--- src/rtl/timer_pkg.sv ---
package timer_pkg;
  typedef struct packed {
    logic run;
    logic hold;
    logic pre;
    logic ien;
  } tmr_ctl_t;
endpackage

--- src/rtl/tmr_ctl_regs.sv ---
module tmr_ctl_regs
  import timer_pkg::*;
#(
  parameter int LIM_W = 8
) (
  input  logic             clk,
  input  logic             rst_n,
  input  logic             we,
  input  logic             run,
  input  logic             hold,
  input  logic             pre,
  input  logic             ien,
  input  logic [LIM_W-1:0] limit,
  output tmr_ctl_t         ctl_q,
  output logic [LIM_W-1:0] limit_q
);
  always_ff @(posedge clk) begin
    if (!rst_n) begin
      ctl_q   <= '0;
      limit_q <= '0;
    end else if (we) begin
      ctl_q.run  <= run;
      ctl_q.hold <= hold;
      ctl_q.pre  <= pre;
      ctl_q.ien  <= ien;
      limit_q    <= limit;
    end
  end
endmodule

--- src/rtl/tmr_prescaler.sv ---
module tmr_prescaler #(
  parameter int PRI_DIV = 4000,
  parameter int SEC_DIV = 100,
  parameter int SEC_W   = 7
) (
  input  logic             clk,
  input  logic             rst_n,
  input  logic             hold,
  input  logic             advance,
  input  logic             pre_en,
  output logic [SEC_W-1:0] sec_q,
  output logic             step
);
  localparam int PRI_W = (PRI_DIV > 1) ? $clog2(PRI_DIV) : 1;

  logic [PRI_W-1:0] pri_q;
  logic             pri_tick;

  assign pri_tick = advance && (pri_q == PRI_W'(PRI_DIV - 1));

  always_ff @(posedge clk) begin
    if (!rst_n || hold) begin
      pri_q <= '0;
    end else if (advance) begin
      pri_q <= pri_tick ? '0 : pri_q + PRI_W'(1);
    end
  end

  generate
    if (SEC_DIV > 1) begin : g_sec
      logic sec_tick;
      assign sec_tick = pri_tick && (sec_q == SEC_W'(SEC_DIV - 1));
      always_ff @(posedge clk) begin
        if (!rst_n || hold || !pre_en) begin
          sec_q <= '0;
        end else if (pri_tick) begin
          sec_q <= sec_tick ? '0 : sec_q + SEC_W'(1);
        end
      end
      assign step = pre_en ? sec_tick : pri_tick;
    end else begin : g_nosec
      assign sec_q = '0;
      assign step  = pri_tick;
    end
  endgenerate
endmodule

--- src/rtl/tmr_final_stage.sv ---
module tmr_final_stage #(
  parameter int FIN_W = 8
) (
  input  logic             clk,
  input  logic             rst_n,
  input  logic             hold,
  input  logic             step,
  input  logic [FIN_W-1:0] limit,
  output logic [FIN_W-1:0] fin_q,
  output logic             expired_q
);
  logic hit;
  assign hit = step && (fin_q == limit);

  always_ff @(posedge clk) begin
    if (!rst_n || hold) begin
      fin_q     <= '0;
      expired_q <= 1'b0;
    end else if (step) begin
      if (hit) begin
        fin_q     <= '0;
        expired_q <= 1'b1;
      end else begin
        fin_q <= fin_q + FIN_W'(1);
      end
    end
  end
endmodule

--- src/rtl/interval_timer.sv ---
module interval_timer
  import timer_pkg::*;
#(
  parameter int PRI_DIV = 4000,
  parameter int SEC_DIV = 100,
  localparam int SEC_W = (SEC_DIV > 1) ? $clog2(SEC_DIV) : 1,
  localparam int FIN_W = 8
) (
  input  logic             clk,
  input  logic             rst_n,
  input  logic             ctl_we,
  input  logic             ctl_run,
  input  logic             ctl_clear,
  input  logic             ctl_prescale,
  input  logic             ctl_irq_en,
  input  logic [FIN_W-1:0] ctl_limit,
  output logic             sts_running,
  output logic             sts_irq_en,
  output logic             sts_expired,
  output logic             irq,
  output logic [SEC_W-1:0] sec_chain,
  output logic [FIN_W-1:0] fin_chain
);
  tmr_ctl_t         ctl_q;
  logic [FIN_W-1:0] limit_q;
  logic             advance;
  logic             step;

  tmr_ctl_regs #(.LIM_W(FIN_W)) u_regs (
    .clk(clk), .rst_n(rst_n), .we(ctl_we), .run(ctl_run), .hold(ctl_clear),
    .pre(ctl_prescale), .ien(ctl_irq_en), .limit(ctl_limit),
    .ctl_q(ctl_q), .limit_q(limit_q)
  );

  assign advance = ctl_q.run && !ctl_q.hold;

  tmr_prescaler #(.PRI_DIV(PRI_DIV), .SEC_DIV(SEC_DIV), .SEC_W(SEC_W)) u_pre (
    .clk(clk), .rst_n(rst_n), .hold(ctl_q.hold), .advance(advance),
    .pre_en(ctl_q.pre), .sec_q(sec_chain), .step(step)
  );

  tmr_final_stage #(.FIN_W(FIN_W)) u_fin (
    .clk(clk), .rst_n(rst_n), .hold(ctl_q.hold), .step(step),
    .limit(limit_q), .fin_q(fin_chain), .expired_q(sts_expired)
  );

  assign sts_running = ctl_q.run;
  assign sts_irq_en  = ctl_q.ien;
  assign irq         = sts_expired && ctl_q.ien;
endmodule

--- config.mk ---
export PLATFORM = sky130hd
export DESIGN_NAME = interval_timer
export DESIGN_NICKNAME = d
export VERILOG_FILES = /design/src/rtl/timer_pkg.sv /design/src/rtl/tmr_ctl_regs.sv /design/src/rtl/tmr_prescaler.sv /design/src/rtl/tmr_final_stage.sv /design/src/rtl/interval_timer.sv
export SDC_FILE = /design/constraint.sdc
export NUM_CORES = 1
export LEC_CHECK = 0
export CORE_MARGIN = 2
export CORE_UTILIZATION = 51
export DETAILED_ROUTE_END_ITERATION = 16
export MAX_ROUTING_LAYER = met4
export PLACE_DENSITY = 0.78
export SYNTH_ARGS = -nofsm -noshare
export SYNTH_HDL_FRONTEND = slang
export SYNTH_HIERARCHICAL = 1
export SYNTH_SLANG_ARGS = --single-unit
--- constraint.sdc ---
create_clock -name clk -period 2.79 [get_ports clk]
set_input_delay 0.4185 -clock clk [delete_from_list [all_inputs] [get_ports clk]]
set_output_delay 0.4185 -clock clk [all_outputs]
set_load 0.05 [all_outputs]
; ---- Word level (Yosys, flattened, before mapping)
; Cells that the tools add are included.
[classes]
n_addsub = 3
n_eq_ne = 3
muxes = 4
reduce_logical = 11
[op_table]
columns = op, count
row1 = $add A12 B1 Y12 const B, 1
row2 = $eq A12 B12 Y1 const B, 1
row3 = $mux W12, 1
row4 = $add A8 B1 Y8 const B, 1
row5 = $eq A8 B8 Y1, 1
row6 = $mux W8, 1
row7 = $add A7 B1 Y7 const B, 1
row8 = $eq A7 B7 Y1 const B, 1
row9 = $mux W7, 1
row10 = $logic_and A1 B1 Y1, 5
row11 = $logic_not A1 Y1, 3
row12 = $logic_or A1 B1 Y1, 2
row13 = $reduce_and A2 Y1, 1
row14 = $mux W1, 1
[word_totals]
register_bits = 40
in_bits = 15
out_inout_bits = 19

; ---- Longest topological paths before layout
[logic_depth]
word_depth = 7
mapped_depth = 12
mapped_depth_nobuf = 8

; ---- Hierarchy
; The synthesis kept the hierarchy.
[by_module_without_submodules]
columns = mod, n_inst, cells_each, area_per_inst_um2, seq_area_each_um2
row1 = tmr_prescaler, 1, 106, 897.1, 380.4
row2 = tmr_final_stage, 1, 53, 484.2, 180.2
row3 = tmr_ctl_regs, 1, 38, 450.4, 240.2
row4 = interval_timer, 1, 2, 20.0, 0.0

; ---- Worst setup path after synthesis
; Ideal clock, no wire load.
[synth_path]
path_type = register -> register
start = register, netlist name u_regs/ctl_q[3]
end = register u_fin.fin_q[7]
arrival_ns = 2.852
required_time_ns = 2.663
setup_slack_ns = -0.190
path_stages_with_launch = 13
path_cell_list = dfxtp_1 -> nor2b_4 -> buf_2 -> nand4_2 -> or4_1 -> clkbuf_2 -> clkbuf_1 -> a21oi_1 -> buf_2 -> nand4_1 -> nor3_1 -> xnor2_1 -> nor2_1
[synth_via]
elab_chain_len = 6
[synth_lines]
columns = element, line
row1 = $logic_and A1 B1 Y1 (*), interval_timer.sv:35  ; assign advance = ctl_q.run && !ctl_q.hold;
row2 = net advance, interval_timer.sv:26  ; logic advance;
row3 = $logic_and A1 B1 Y1 (*), tmr_prescaler.sv:19  ; assign pri_tick = advance && (pri_q == PRI_W'(PRI_DIV - 1));
row4 = $logic_and A1 B1 Y1, tmr_prescaler.sv:32  ; assign sec_tick = pri_tick && (sec_q == SEC_W'(SEC_DIV - 1));
row5 = $mux W1 (*), tmr_prescaler.sv:40  ; assign step = pre_en ? sec_tick : pri_tick;
row6 = net step, interval_timer.sv:27  ; logic step;
row7 = $logic_and A1 B1 Y1, tmr_final_stage.sv:13  ; assign hit = step && (fin_q == limit);
row8 = $mux W8, tmr_final_stage.sv:20  ; if (hit) begin
row9 = "end signal, assigned", tmr_final_stage.sv:24  ; fin_q <= fin_q + FIN_W'(1);
row10 = "end, declared", tmr_final_stage.sv:9  ; output logic [FIN_W-1:0] fin_q,
; The timed path passes the listed nets; every way through them passes the cells marked *.
; A chain may end at the register's enable or synchronous reset.

; ---- Worst setup path in the final report
[layout_path]
start = register u_pre.pri_q[0]
end = register u_fin.fin_q[6]
[layout_via]
elab_chain_len = 6
[layout_lines]
columns = element, line
row1 = "start, declared", tmr_prescaler.sv:16  ; logic [PRI_W-1:0] pri_q;
row2 = "start signal, assigned", tmr_prescaler.sv:25  ; pri_q <= pri_tick ? '0 : pri_q + PRI_W'(1);
row3 = $eq A12 B12 Y1 (*), tmr_prescaler.sv:19
row4 = $logic_and A1 B1 Y1 (*), tmr_prescaler.sv:19
row5 = $logic_and A1 B1 Y1, tmr_prescaler.sv:32
row6 = $mux W1 (*), tmr_prescaler.sv:40
row7 = net step, interval_timer.sv:27
row8 = $logic_and A1 B1 Y1, tmr_final_stage.sv:13
row9 = $mux W8, tmr_final_stage.sv:20
; Marks and branches as above.

==> qor.csv <==
metric;value;unit
deepest clock path buffer count;2;
grt total ovfl;0;
crit share post-route;88.1;%
synthesized instance count;199;
Final WS setup;332;ps
crit path capture type;flip-flop;
Yosys cell types;35;
Arr. time, crit path;2690;ps
post-route cell area;2310;um2
clock power share;35.6;%
Port Buffers;33;
Die Span Y;64.3;um
syn nets;217;
syn_area_per_cell;9.31;um2
net switching power;0.235;mW
routed via count;1459;
status;finished clean;
Max Freq;407;MHz
I/O pins;34;
slew margin rel.;50.5;%
Setup-failing EPs final;0;
GR Util All Layers;18.9;%
sequential area share after synthesis;43.2;%
die width;64.3;um
share of layout cells above drive strength 1;6.75;%
synthesized area;1850;um2
Via density;5.16;
starting density of the core;54.2;%
Seq pwr share;56.2;%
Leak Pwr;0.789;nW
Cell Pwr Density;454;nW/um2
CTS tree;built;
Worst-Margin Slew;741;ps
Int Power;0.815;mW
Clock Skews;10.9;ps
row cnt;21;
largest net degree at the start of global routing;15;
H-tree depth;2;
max-slew violation count;0;
Logic pwr share;8.2;%
first-pass GRT wire length;5.92;mm
drt first pass iters;4;
Final Hold Vio Count;0;
vias in the first global route;1352;
initial antenna violation count;0;
root buffer cell;clkbuf_4;
number of synthesized register bits;40;
Hold Crit Class;reg -> reg;
DRT iter0 DRCs;91;
type of the worst setup path;reg -> reg;
total power;1.05;mW
drt total wl;3.48;mm
max cap viols;0;
drt wl/cell;12.3;um
Setup Fix Bufs, Post-CTS;0;
# hold bufs at CTS;0;
die area;4130;um2
Final GP Congestion;0.852;
Min Clock Period, post-route;2460;ps
Hold Worst Slack;489;ps
Area after DPL;2230;um2
CTS Sinks;40;
clock slew at reported path FFs;120;ps
Ant. Diodes;0;
Post-DRT Antenna Nets;0;
CTS Buf Count;5;
Worst VDD drop;0.000413;V
worst skew pair latency;340;ps
post-CTS sizing;0;
worst path required time;3020;ps
fill count;294;
post-route DRC violation count;0;
Sw Share;22.4;%
synthesis-to-layout area growth;24.8;%
core region area;3420;um2
RSZ-0062 raised after global routing;false;
crit path launch type;flip-flop;
Final nets;254;
TNS Setup;0;ps
Synth Warn #;6;
Setup WS pre-CTS;366;ps
CP Max Fanout;7;
post-DP HPWL;2.54;mm
[cell type report]
type,count,area (um2),share of cell area (%)
Inverter,2,7.51,0.325
Clock buffer,5,37.5,1.62
Timing Repair Buffer,36,353,15.3
Clock inverter,3,41.3,1.79
Multi-Input combinational cell,151,1010,43.7
Tap cell,46,57.6,2.49
Sequential cell,40,805,34.8
[through the flow]
step                      utilization [%]  cells
after floorplan                         -    199
after global placement               65.3    275
after detailed placement             65.3    275
after CTS                            67.7    283
after global routing                 67.7    283
final                                67.7    283
[synthesized netlist by cell type]
cell | number | area, um2
o311ai_1 | 1 | 8.76
xnor2_1 | 19 | 166
xor2_1 | 7 | 61.3
ha_1 | 3 | 37.5
nand3_1 | 10 | 50.1
a21boi_0 | 1 | 7.51
and2_1 | 1 | 6.26
clkbuf_2 | 1 | 5.00
nand3b_1 | 3 | 22.5
o31ai_1 | 2 | 15.0
nor3_1 | 5 | 25.0
inv_1 | 2 | 7.51
and4_1 | 1 | 8.76
mux2i_1 | 13 | 130
a21oi_1 | 8 | 40.0
or4_1 | 3 | 22.5
o21a_1 | 1 | 7.51
buf_6 | 1 | 11.3
o21bai_1 | 1 | 7.51
o31ai_4 | 1 | 21.3
o21ai_0 | 2 | 10.0
clkbuf_1 | 2 | 7.51
nor2b_1 | 14 | 87.6
nor2_1 | 22 | 82.6
or3_1 | 2 | 12.5
nor2b_4 | 1 | 13.8
nor4b_1 | 1 | 8.76
nand2_1 | 14 | 52.6
nand2b_1 | 5 | 31.3
nor4_1 | 3 | 18.8
nand4_2 | 1 | 12.5
nand3_2 | 1 | 10.0
nand4_1 | 5 | 31.3
buf_2 | 2 | 10.0
dfxtp_1 | 40 | 801
[placed cells by master, fill, tap and decap left out, types with 7 or more instances in the layout]
master,Yosys,final
mux2i_1,13,13
nor2_1,22,22
xnor2_1,19,19
a21oi_1,8,8
nand2_1,14,14
clkdlybuf4s50_1,0,33
dfxtp_1,40,39
nor2b_1,14,14
xor2_1,7,7
nand3_1,10,10
[critical path: stages, from the launching register on]
cell and delay [ps]:
dfxtp_1 410, ha_1 230, nand4_2 180, or4_1 570
a21oi_1 220, nand4_1 250, o31ai_4 400, nor2_1 100
[power by group through the flow]
stage	Combinational (mW)	Clock [mW]	Sequential [mW]
6_report	0.0859	0.374	0.591
5_1_grt	0.0930	0.408	0.593
4_1_cts	0.0865	0.382	0.591
3_5_place_dp	0.0855	0	0.604
3_3_place_gp	0.0853	0	0.603
2_1_floorplan	0.0476	0	0.608
[worst paths after layout]
check / cells past startpoint / start / slack [ps] / to
worst min register to register: 2 / u_regs/ctl_q[1] / 490 / u_pre/sec_q[1]
worst max-delay path: 7 / u_pre/pri_q[0] / 330 / u_fin/fin_q[6]
worst max register to register: 7 / u_pre/pri_q[0] / 330 / u_fin/fin_q[6]
worst min-delay path: 2 / u_regs/ctl_q[1] / 490 / u_pre/sec_q[1]
[cell families after synthesis]
logic type      after synthesis  synth area share, %
simple gates                 92                 26.8
flops                        40                 43.2
xor+xnor                     26                 12.3
compound gates               17                 6.35
mux                          13                 7.03
buf+inv                       8                 2.23
fa+ha+maj                     3                 2.03
[registers in the layout, indices dropped and copies added (netlist names)]
name,count
u_pre/sec_q,7
u_pre/pri_q,12
u_regs/limit_q,8
u_regs/ctl_q,4
u_fin/fin_q,8
u_fin/expired_q,1
[routing by layer]
layer / routed length, um / vias up / part of all wire [%] / track usage [%]
met5: 0 / - / 0 / -
met4: 44 / 0 / 1.3 / 7.71
met3: 128 / 5 / 3.7 / 4.40
met2: 1540 / 25 / 44 / 29.2
met1: 1770 / 667 / 51 / 24.0
li1: - / 762 / - / -
(Power assumes the default switching activity.)
